**config.mk**
```make
export PLATFORM = sky130hd
export DESIGN_NAME = gpioirq_ctrl
export DESIGN_NICKNAME = d
export VERILOG_FILES = /design/src/rtl/gpioirq_pkg.sv /design/src/rtl/gpioirq_tick.sv /design/src/rtl/gpioirq_filter.sv /design/src/rtl/gpioirq_port.sv /design/src/rtl/gpioirq_ctrl.sv
export SDC_FILE = /design/constraint.sdc
export NUM_CORES = 1
export LEC_CHECK = 0
export ABC_CLOCK_PERIOD_IN_PS = 3800
export CORE_AREA = 2 2 183 185
export DETAILED_ROUTE_END_ITERATION = 8
export DIE_AREA = 0 0 185 187
export PLACE_DENSITY = 0.71
export SLEW_MARGIN = 20
export SYNTH_ARGS = -nofsm -noshare
export SYNTH_HDL_FRONTEND = slang
export SYNTH_SLANG_ARGS = --single-unit
```
**constraint.sdc**
```tcl
create_clock -name clk -period 3.8 [get_ports clk]
set_input_delay 0.76 -clock clk [delete_from_list [all_inputs] [get_ports clk]]
set_output_delay 0.76 -clock clk [all_outputs]
set_load 0.005 [all_outputs]
```
**src/rtl/gpioirq_pkg.sv**
```systemverilog
package gpioirq_pkg;

    localparam int LINES = 8;
    localparam int NPORT = 3;
    localparam int AW    = 8;
    localparam int DW    = LINES;

    localparam int IDX_A = 0;
    localparam int IDX_B = 1;
    localparam int IDX_F = 2;

    typedef logic [LINES-1:0] line_vec_t;

    typedef enum logic [2:0] {
        RK_MODE, RK_POL, RK_CLR, RK_EN, RK_FILT, RK_STAT, RK_DATA, RK_DIR
    } reg_kind_e;

    typedef struct packed {
        line_vec_t mode;
        line_vec_t pol;
        line_vec_t en;
        line_vec_t filt;
        line_vec_t data;
        line_vec_t dir;
    } port_cfg_t;

    typedef struct packed {
        logic wr_mode;
        logic wr_pol;
        logic wr_clr;
        logic wr_en;
        logic wr_filt;
        logic wr_data;
        logic wr_dir;
    } port_wr_t;

    function automatic logic has_status(input int p);
        return p != IDX_F;
    endfunction

    function automatic logic [AW-1:0] reg_addr(input int p, input reg_kind_e k);
        logic [AW-1:0] a;
        a = 8'hFF;
        case (p)
            IDX_A: case (k)
                RK_MODE: a = 8'h90;  RK_POL:  a = 8'h94;
                RK_CLR:  a = 8'h98;  RK_EN:   a = 8'h9C;
                RK_STAT: a = 8'hA0;  RK_FILT: a = 8'hA8;
                RK_DATA: a = 8'h00;  RK_DIR:  a = 8'h10;
                default: a = 8'hFF;
            endcase
            IDX_B: case (k)
                RK_MODE: a = 8'hAC;  RK_POL:  a = 8'hB0;
                RK_CLR:  a = 8'hB4;  RK_EN:   a = 8'hB8;
                RK_STAT: a = 8'hBC;  RK_FILT: a = 8'hC4;
                RK_DATA: a = 8'h04;  RK_DIR:  a = 8'h14;
                default: a = 8'hFF;
            endcase
            IDX_F: case (k)
                RK_MODE: a = 8'h4C;  RK_POL:  a = 8'h50;
                RK_CLR:  a = 8'h54;  RK_EN:   a = 8'h58;
                RK_FILT: a = 8'h64;  RK_DATA: a = 8'h30;
                RK_DIR:  a = 8'h34;
                default: a = 8'hFF;
            endcase
            default: a = 8'hFF;
        endcase
        return a;
    endfunction

endpackage

```
**src/rtl/gpioirq_tick.sv**
```systemverilog
module gpioirq_tick #(
    parameter int DIV = 4
) (
    input  logic clk,
    input  logic rst,
    output logic tick_o
);
    if (DIV <= 1) begin : g_every
        assign tick_o = 1'b1;
    end else begin : g_div
        localparam int CW = $clog2(DIV);
        localparam logic [CW-1:0] LAST = CW'(DIV - 1);
        logic [CW-1:0] cnt_q;

        always_ff @(posedge clk) begin
            if (rst)                cnt_q <= '0;
            else if (cnt_q == LAST) cnt_q <= '0;
            else                    cnt_q <= cnt_q + CW'(1);
        end

        assign tick_o = (cnt_q == LAST);

        // sample tick is a single-cycle pulse
        a_r6_tick_single: assert property (@(posedge clk) disable iff (rst)
            tick_o |=> !tick_o);
    end
endmodule

```
**src/rtl/gpioirq_filter.sv**
```systemverilog
module gpioirq_filter #(
    parameter int W      = 8,
    parameter int STABLE = 4
) (
    input  logic         clk,
    input  logic         rst,
    input  logic         tick,
    input  logic [W-1:0] pin_i,
    output logic [W-1:0] sync_o,
    output logic [W-1:0] filt_o
);
    localparam int CW = (STABLE > 1) ? $clog2(STABLE) : 1;
    localparam logic [CW-1:0] RUN_LAST = CW'(STABLE - 1);

    logic [W-1:0] meta_q, sync_q;

    // two-flop synchronizer
    always_ff @(posedge clk) begin
        if (rst) begin
            meta_q <= '0;
            sync_q <= '0;
        end else begin
            meta_q <= pin_i;
            sync_q <= meta_q;
        end
    end

    assign sync_o = sync_q;

    for (genvar i = 0; i < W; i++) begin : g_line
        logic [CW-1:0] run_q;
        logic          held_q;

        always_ff @(posedge clk) begin
            if (rst) begin
                run_q  <= '0;
                held_q <= 1'b0;
            end else if (tick) begin
                if (sync_q[i] == held_q) begin
                    run_q <= '0;
                end else if (run_q == RUN_LAST) begin
                    held_q <= sync_q[i];
                    run_q  <= '0;
                end else begin
                    run_q <= run_q + CW'(1);
                end
            end
        end

        assign filt_o[i] = held_q;
    end

    // filtered value only moves on a sample tick
    a_r6_hold_between_ticks: assert property (@(posedge clk) disable iff (rst)
        !tick |=> $stable(filt_o));
endmodule

```
**src/rtl/gpioirq_port.sv**
```systemverilog
module gpioirq_port
    import gpioirq_pkg::*;
(
    input  logic      clk,
    input  logic      rst,
    input  port_wr_t  wr,
    input  line_vec_t wdata,
    input  line_vec_t sync_i,
    input  line_vec_t filt_i,
    output port_cfg_t cfg_o,
    output line_vec_t stat_o
);
    port_cfg_t cfg_q;
    line_vec_t prev_q, latch_q;
    line_vec_t qual_w, rise_w, fall_w, set_w, clr_w, lvl_w;

    always_comb begin
        qual_w = (cfg_q.filt & filt_i) | (~cfg_q.filt & sync_i);
        rise_w = qual_w & ~prev_q;
        fall_w = ~qual_w & prev_q;
        set_w  = cfg_q.en & cfg_q.mode &
                 ((cfg_q.pol & rise_w) | (~cfg_q.pol & fall_w));
        clr_w  = wr.wr_clr ? wdata : '0;
        lvl_w  = ~(qual_w ^ cfg_q.pol);
    end

    always_ff @(posedge clk) begin
        if (rst) begin
            cfg_q   <= '0;
            prev_q  <= '0;
            latch_q <= '0;
        end else begin
            prev_q  <= qual_w;
            latch_q <= (latch_q & ~clr_w) | set_w;
            if (wr.wr_mode) cfg_q.mode <= wdata;
            if (wr.wr_pol)  cfg_q.pol  <= wdata;
            if (wr.wr_en)   cfg_q.en   <= wdata;
            if (wr.wr_filt) cfg_q.filt <= wdata;
            if (wr.wr_data) cfg_q.data <= wdata;
            if (wr.wr_dir)  cfg_q.dir  <= wdata;
        end
    end

    assign cfg_o  = cfg_q;
    assign stat_o = cfg_q.en & ((cfg_q.mode & latch_q) | (~cfg_q.mode & lvl_w));

    // bits written as one leave no flag unless an edge arrived with them
    a_r3_clear_takes: assert property (@(posedge clk) disable iff (rst)
        wr.wr_clr |=> ((latch_q & $past(wdata & ~set_w)) == '0));

    // no new flag on a line that was disabled
    a_r4_no_latch_disabled: assert property (@(posedge clk) disable iff (rst)
        ((latch_q & ~$past(latch_q) & ~$past(cfg_q.en)) == '0));

    // new flags only on lines in edge mode
    a_r2_latch_needs_edge_mode: assert property (@(posedge clk) disable iff (rst)
        ((latch_q & ~$past(latch_q) & ~$past(cfg_q.mode)) == '0));
endmodule

```
**src/rtl/gpioirq_ctrl.sv**
```systemverilog
module gpioirq_ctrl
    import gpioirq_pkg::*;
#(
    parameter int TICK_DIV = 4,
    parameter int FILT_LEN = 4
) (
    input  logic             clk,
    input  logic             rst,
    input  logic [AW-1:0]    bus_addr,
    input  logic [DW-1:0]    bus_wdata,
    input  logic             bus_we,
    output logic [DW-1:0]    bus_rdata,
    input  logic [LINES-1:0] pin_a,
    input  logic [LINES-1:0] pin_b,
    input  logic [LINES-1:0] pin_f,
    output logic             irq_ab,
    output logic [LINES-1:0] irq_f
);
    logic      tick;
    line_vec_t pins   [NPORT];
    line_vec_t sync_w [NPORT];
    line_vec_t filt_w [NPORT];
    line_vec_t stat   [NPORT];
    port_cfg_t cfg    [NPORT];

    assign pins[IDX_A] = pin_a;
    assign pins[IDX_B] = pin_b;
    assign pins[IDX_F] = pin_f;

    gpioirq_tick #(.DIV(TICK_DIV)) u_tick (
        .clk    (clk),
        .rst    (rst),
        .tick_o (tick)
    );

    for (genvar p = 0; p < NPORT; p++) begin : g_port
        port_wr_t wr_l;

        always_comb begin
            wr_l.wr_mode = bus_we && (bus_addr == reg_addr(p, RK_MODE));
            wr_l.wr_pol  = bus_we && (bus_addr == reg_addr(p, RK_POL));
            wr_l.wr_clr  = bus_we && (bus_addr == reg_addr(p, RK_CLR));
            wr_l.wr_en   = bus_we && (bus_addr == reg_addr(p, RK_EN));
            wr_l.wr_filt = bus_we && (bus_addr == reg_addr(p, RK_FILT));
            wr_l.wr_data = bus_we && (bus_addr == reg_addr(p, RK_DATA));
            wr_l.wr_dir  = bus_we && (bus_addr == reg_addr(p, RK_DIR));
        end

        gpioirq_filter #(.W(LINES), .STABLE(FILT_LEN)) u_filter (
            .clk    (clk),
            .rst    (rst),
            .tick   (tick),
            .pin_i  (pins[p]),
            .sync_o (sync_w[p]),
            .filt_o (filt_w[p])
        );

        gpioirq_port u_port (
            .clk    (clk),
            .rst    (rst),
            .wr     (wr_l),
            .wdata  (bus_wdata),
            .sync_i (sync_w[p]),
            .filt_i (filt_w[p]),
            .cfg_o  (cfg[p]),
            .stat_o (stat[p])
        );
    end

    always_comb begin
        bus_rdata = '0;
        for (int p = 0; p < NPORT; p++) begin
            if (bus_addr == reg_addr(p, RK_MODE)) bus_rdata = cfg[p].mode;
            if (bus_addr == reg_addr(p, RK_POL))  bus_rdata = cfg[p].pol;
            if (bus_addr == reg_addr(p, RK_EN))   bus_rdata = cfg[p].en;
            if (bus_addr == reg_addr(p, RK_FILT)) bus_rdata = cfg[p].filt;
            if (bus_addr == reg_addr(p, RK_DATA)) bus_rdata = cfg[p].data;
            if (bus_addr == reg_addr(p, RK_DIR))  bus_rdata = cfg[p].dir;
            if (has_status(p) && bus_addr == reg_addr(p, RK_STAT))
                bus_rdata = stat[p];
        end
    end

    assign irq_ab = (|stat[IDX_A]) | (|stat[IDX_B]);
    assign irq_f  = stat[IDX_F];
endmodule

```
==> results of run 1 <==
## synth_stat cells, drive strengths merged (10+ instances only)
library cell,n
nand3b,23
nand2,277
clkbuf,83
dfxtp,314
o211ai,11
buf,42
nor2,143
ha,25
a211oi,10
xor2,30
mux2i,70
a31oi,15
nand3,188
a32oi,28
inv,19
nand2b,52
nor2b,50
o21ai,74
a21oi,199
a22oi,13
o22ai,18
## per-stage QoR
step / std cells / util, % / cell area (um2)
2_1_floorplan: 1788 / - / 14500
3_3_place_gp: 2322 / 49.8 / 16400
3_5_place_dp: 2322 / 49.8 / 16400
4_1_cts: 2384 / 53.8 / 17700
5_1_grt: 2384 / 54.0 / 17700
6_report: 2384 / 54.0 / 17700
## sequential cells by signal (all words and copies together), names as in the netlist
signal and cells:
g_port.u_filter.sync_o 24, g_port.u_port.prev_q 24, g_port.u_port.latch_q 24, g_port.u_filter.g_line.run_q 48
g_port.u_filter.g_line.held_q 24, g_port.u_port.cfg_o 144, g_port.u_filter.meta_q 24, u_tick.g_div.cnt_q 2
## layout by cell type, fill, tap and decap left out, types with 6 or more instances in the layout
cell / netlist / layout
a211oi_1: 10 / 7
a21oi_1: 198 / 196
a22oi_1: 13 / 12
a31oi_1: 15 / 14
a32oi_1: 28 / 26
buf_2: 27 / 9
buf_4: 1 / 148
clkbuf_1: 83 / 6
clkbuf_16: 0 / 36
clkbuf_8: 0 / 6
clkdlybuf4s50_1: 0 / 41
dfxtp_1: 314 / 312
dlygate4sd2_1: 0 / 6
ha_1: 25 / 24
inv_1: 19 / 19
mux2i_1: 70 / 63
nand2_1: 277 / 277
nand2b_1: 52 / 52
nand3_1: 185 / 185
nand3b_1: 23 / 23
nor2_1: 140 / 137
nor2b_1: 50 / 50
nor3_1: 7 / 6
nor4_1: 6 / 6
o211ai_1: 11 / 11
o21ai_0: 70 / 68
o21ai_1: 4 / 6
o22ai_1: 18 / 17
xor2_1: 30 / 30
## final cells by class
cell class	instances	area share [%]
repair buffers	216	10.1
inverters	19	0.402
multi-input cells	1330	44.5
flip-flops and latches	314	35.5
clock buffers	48	5.67
clock inverters	9	0.649
well taps	448	3.16
## critical path, stage by stage
cell and delay [ps]:
buf_2 140, or4b_2 690, buf_4 180, o221ai_2 180
a32oi_2 120, o31ai_2 340, buf_4 160, o211ai_1 100
dlygate4sd2_1 280
## path summary, 6_finish.rpt
kind / depth (start not counted) / slack, ps / to
setup / recovery: 9 / 80 / bus_rdata[7]
hold / removal: 1 / 430 / g_port[0].u_filter.sync_o[1]
setup reg to reg: 5 / 2090 / g_port[1].u_filter.g_line[4].run_q[1]
hold reg to reg: 1 / 430 / g_port[0].u_filter.sync_o[1]
## what timing repair did
action,CTS,global route
hold buffers,0,0
endpoints found under the hold margin,0,0
endpoints found under the setup margin,8,8
buffers inserted,5,0
gates cloned,0,0
gates resized for setup,70,32
pin swaps,14,9
## cell families after synthesis
family | Yosys count | share of synthesized area, %
xor+xnor | 32 | 1.93
simple gates | 787 | 26.5
compound gates | 415 | 17.2
mux | 71 | 4.90
buf+inv | 144 | 4.13
fa+ha+maj | 25 | 2.15
flops | 314 | 43.2
## power by group
part | total [mW] | switching (mW) | internal, mW | leakage [nW]
sequential | 3.35 | 0.0230 | 3.33 | 2.54
combinational | 0.464 | 0.293 | 0.171 | 3.53
clock | 3.32 | 1.33 | 1.98 | 0.546
total | 7.14 | 1.65 | 5.49 | 6.62
## metal layers
| layer | track usage, % | wire, um |
|---|---|---|
| met3 | 4.48 | 3760 |
| met1 | 38.9 | 21300 |
| met5 | 0 | 0 |
| met2 | 38.3 | 19300 |
| met4 | 8.67 | 1390 |
==> results.json, run 1 <==
{
  "powerDensity_nw_per_um2": 402,
  "grt_usage_pct": 26.2,
  "power_mw": 7.14,
  "wl_um": 45800,
  "ys_types": 72,
  "slew_violations": 0,
  "die_h_um": 187,
  "cts_tree": "built",
  "async_flop_share_pct": 0,
  "tns_ps": 0,
  "hold_slack_ps": 431,
  "multiInputGateArea_um2": 7890,
  "seq_area_um2": 6290,
  "clkLatencyLatePin_ps": 510,
  "io_buffers": 59,
  "maxCapViolCount": 0,
  "synth-edff-count": 0,
  "syn_area_um2": 14500,
  "worst_slew_pin_slew_ps": 1170,
  "critPathLaunch": "bus_addr[7]",
  "cts_buffer_depth": 3,
  "avgSynthCellArea_um2": 8.13,
  "finClkSkew_ps": 14.0,
  "drtAntennaViolNets": 0,
  "ys.flop_type": "dfxtp_1",
  "num_rows": 67,
  "r2r_start": "u_tick.g_div.cnt_q[0]",
  "die_width_um": 185,
  "drive_gt1_share_pct": 14.5,
  "peakVddDrop_v": 0.000394,
  "cp-start-kind": "input port",
  "outcome": "finished clean",
  "required_ps": 3040,
  "syn_inst": 1788,
  "grt_max_degree": 110,
  "hold_violations": 0,
  "slew_headroom_pct": 21.5,
  "cp_max_fo": 7,
  "grt_pass1_vias": 12600,
  "drt-initial-drc-count": 1481,
  "path_clk_slew_ps": 50,
  "hpwl_um": 32800,
  "period_needed_ps": 3720,
  "synthesis.nets": 1856,
  "grt_antenna_before_repair": 0,
  "nFillCells": 3090,
  "drcViolationCount": 0,
  "clock_sinks": 314,
  "rsz0062_at_grt": "no",
  "grt_pass1_wl_um": 71000,
  "finalCritPeriodShare_pct": 97.8,
  "avgRoutedWirePerCell_um": 19.2,
  "start_util_pct": 44.2,
  "leakage_nw": 6.62,
  "viasPerCell": 5.72,
  "synth.area.top_cells": "dfxtp_1 (43%), nand2_1 (7.2%), a21oi_1 (6.8%)",
  "layout.nets": 1984,
  "grt-ovfl-total": 0,
  "htreeDepth": 2,
  "critical_path_class": "input port to output port",
  "finalWeightedCongestion": 0.981,
  "firstDrtPassIters": 5,
  "cp.arrival_ps": 2960,
  "worstHoldStart": "g_port[0].u_filter.meta_q[1]",
  "dieArea_um2": 34600,
  "dp_worst_setup_slack_ps": -661,
  "timing.final.ws_setup_ps": 83.2,
  "finalSetupViolations": 0,
  "yosysWarnings": 0,
  "num_io_pins": 60,
  "numCtsBuffers": 35,
  "max_freq_mhz": 269,
  "cts_root_buf": "clkbuf_16",
  "core_um2": 32900,
  "synth.largest_area_cell": "dfxtp_1",
  "via_count": 13600,
  "yosys_register_bits": 314,
  "ys_seq_area_share_pct": 43.2,
  "antennaDiodeCount": 0,
  "hold_path_class": "register to register",
  "synth_top_area_share_pct": 43.2,
  "crit_path_end_kind": "output port",
  "synthToLayoutAreaGrowth_pct": 22.0
}
Power figures use the tool's default switching activity.
==> run 2, diff against run 1 <==
Settings changed: CTS_CLUSTER_SIZE set to 16.
==> run 2 against run 1 <==
Against the previous run: combinational power about the same; die area is the same; utilization is the same; fmax increased by 0.18%; critical path depth did not move; via count hardly changed; largest cell class unchanged; highest routed layer unchanged.
==> results.json, run 2 (synthesis gave the netlist of run 1 again) <==
{
  "layout.nets": 1984,
  "finalSetupViolations": 0,
  "pwr-share-seq_pct": 47.0,
  "placed_cell_area_um2": 16400,
  "cp-start-kind": "input port",
  "period_needed_ps": 3710,
  "required_ps": 3040,
  "grt_pass1_vias": 12600,
  "cp_max_fo": 7,
  "htreeDepth": 2,
  "start_util_pct": 44.2,
  "io_buffers": 59,
  "path_clk_slew_ps": 50,
  "drcViolationCount": 0,
  "powerDensity_nw_per_um2": 402,
  "cts_root_buf": "clkbuf_16",
  "p_int_mw": 5.49,
  "slowest_stage": "or4b_2",
  "finalWeightedCongestion": 0.981,
  "worst_slew_pin_slew_ps": 1210,
  "slew_headroom_pct": 19.4,
  "wl_um": 45900,
  "power_switching_mw": 1.65,
  "via_count": 13600,
  "viasPerCell": 5.72,
  "clock_sinks": 314,
  "hold_slack_ps": 431,
  "tns_ps": 0,
  "avgRoutedWirePerCell_um": 19.2,
  "critPathTopFamily": "buffers and inverters",
  "final_cell_mix": "dfxtp_1 (312), nand2_1 (277), a21oi_1 (196), nand3_1 (185), buf_4 (148)",
  "rsz0062_at_grt": "no",
  "core_um2": 32900,
  "r2r_setup_slack_ps": 2100,
  "largest_reg_flops": 144,
  "num_io_pins": 60,
  "outcome": "finished clean",
  "grt_max_degree": 110,
  "min_to": "g_port[0].u_filter.sync_o[1]",
  "r2r_cells": 5,
  "dieArea_um2": 34600,
  "die_width_um": 185,
  "postLayoutCoreUtil_pct": 54.0,
  "max_freq_mhz": 270,
  "r2r_start": "u_tick.g_div.cnt_q[0]",
  "critPathLaunch": "bus_addr[7]",
  "grt-ovfl-total": 0,
  "nFillCells": 3090,
  "power_switching_share_pct": 23.1,
  "final_cell_count_no_fill": 2384,
  "grt_antenna_before_repair": 0,
  "hold_path_class": "register to register",
  "crit_path_frequent_cell": "buf_4",
  "antennaDiodeCount": 0,
  "synthToLayoutAreaGrowth_pct": 22.0,
  "drive_gt1_share_pct": 14.5,
  "clkLatencyLatePin_ps": 510,
  "critical_path_class": "input port to output port",
  "leakage_nw": 6.62,
  "crit_path_end_kind": "output port",
  "dp.cells": 2322,
  "p_clk_share_pct": 46.5,
  "cts_buffer_depth": 3,
  "numCtsBuffers": 35,
  "fin_area_um2": 17700,
  "hold_violations": 0,
  "num_rows": 67,
  "die_h_um": 187,
  "worstHoldStart": "g_port[0].u_filter.meta_q[1]",
  "worstHoldPathCells": 1,
  "crit_chain": "buf_2 > or4b_2 > buf_4 > o221ai_2 > a32oi_2 > o31ai_2 > buf_4 > o211ai_1 > dlygate4sd2_1",
  "cts.hold.buffers_added": 0,
  "finClkSkew_ps": 16.6,
  "path_buf_inv": 4,
  "drtAntennaViolNets": 0,
  "slew_violations": 0,
  "timing.rr.end": "g_port[1].u_filter.g_line[4].run_q[1]",
  "grt_pass1_wl_um": 71000,
  "cts_tree": "built",
  "layout_commonest_cell": "dfxtp_1",
  "worst_path_largest_cell_delay_ps": 690,
  "cp.arrival_ps": 2950,
  "grt_usage_pct": 26.2,
  "hpwl_um": 32800,
  "finalCritPeriodShare_pct": 97.6,
  "peakVddDrop_v": 0.000395,
  "p_comb_share_pct": 6.5,
  "maxCapViolCount": 0,
  "firstDrtPassIters": 5,
  "drt-initial-drc-count": 1530
}
[run 2: worst max path at each step]
stage                     cells after the start  slack [ps]      endpoint
final                                         9          90  bus_rdata[7]
after CTS                                    12        -180  bus_rdata[5]
after global routing                          7           3        irq_ab
after floorplan                               8         640  bus_rdata[1]
after global placement                       12        -640  bus_rdata[5]
after detailed placement                     11        -660  bus_rdata[5]
[run 2: cell type report]
| type | count | area (um2) | area share (%) |
|---|---|---|---|
| clock buffers | 48 | 1010 | 5.67 |
| clock inverters | 9 | 115 | 0.649 |
| inverters | 19 | 71.3 | 0.402 |
| multi-input cells | 1330 | 7890 | 44.5 |
| flip-flops and latches | 314 | 6290 | 35.5 |
| well taps | 448 | 561 | 3.16 |
| repair buffers | 216 | 1800 | 10.1 |
[run 2: power by group through the flow]
| stage | clock network, mW | registers (mW) | logic (mW) |
|---|---|---|---|
| finish | 3.32 | 3.35 | 0.465 |
| global route | 3.52 | 3.36 | 0.496 |
| CTS | 3.37 | 3.35 | 0.454 |
| detailed placement | 0 | 3.43 | 0.445 |
| global placement | 0 | 3.42 | 0.442 |
| floorplan | 0 | 3.42 | 0.252 |
[run 2: stage by stage]
stage | setup WS, ps | power (mW)
after floorplan | 638 | 3.67
after global placement | -642 | 3.87
after detailed placement | -661 | 3.87
after CTS | -179 | 7.18
after global routing | 2.91 | 7.37
final | 89.9 | 7.14
[run 2: timing repair]
item                       4_1_cts  5_1_grt
setup endpoints to repair        8        8
setup buffers                    5        0
pin swaps                       14        9
resized for setup               70       32
gates cloned                     0        0
[run 2: layer usage]
metal / up-vias / track usage [%] / share of wire, %
met4: 0 / 8.67 / 3.1
li1: 6542 / - / -
met3: 76 / 4.48 / 8.5
met5: - / 0 / 0
met1: 6459 / 38.9 / 46
met2: 558 / 38.3 / 42
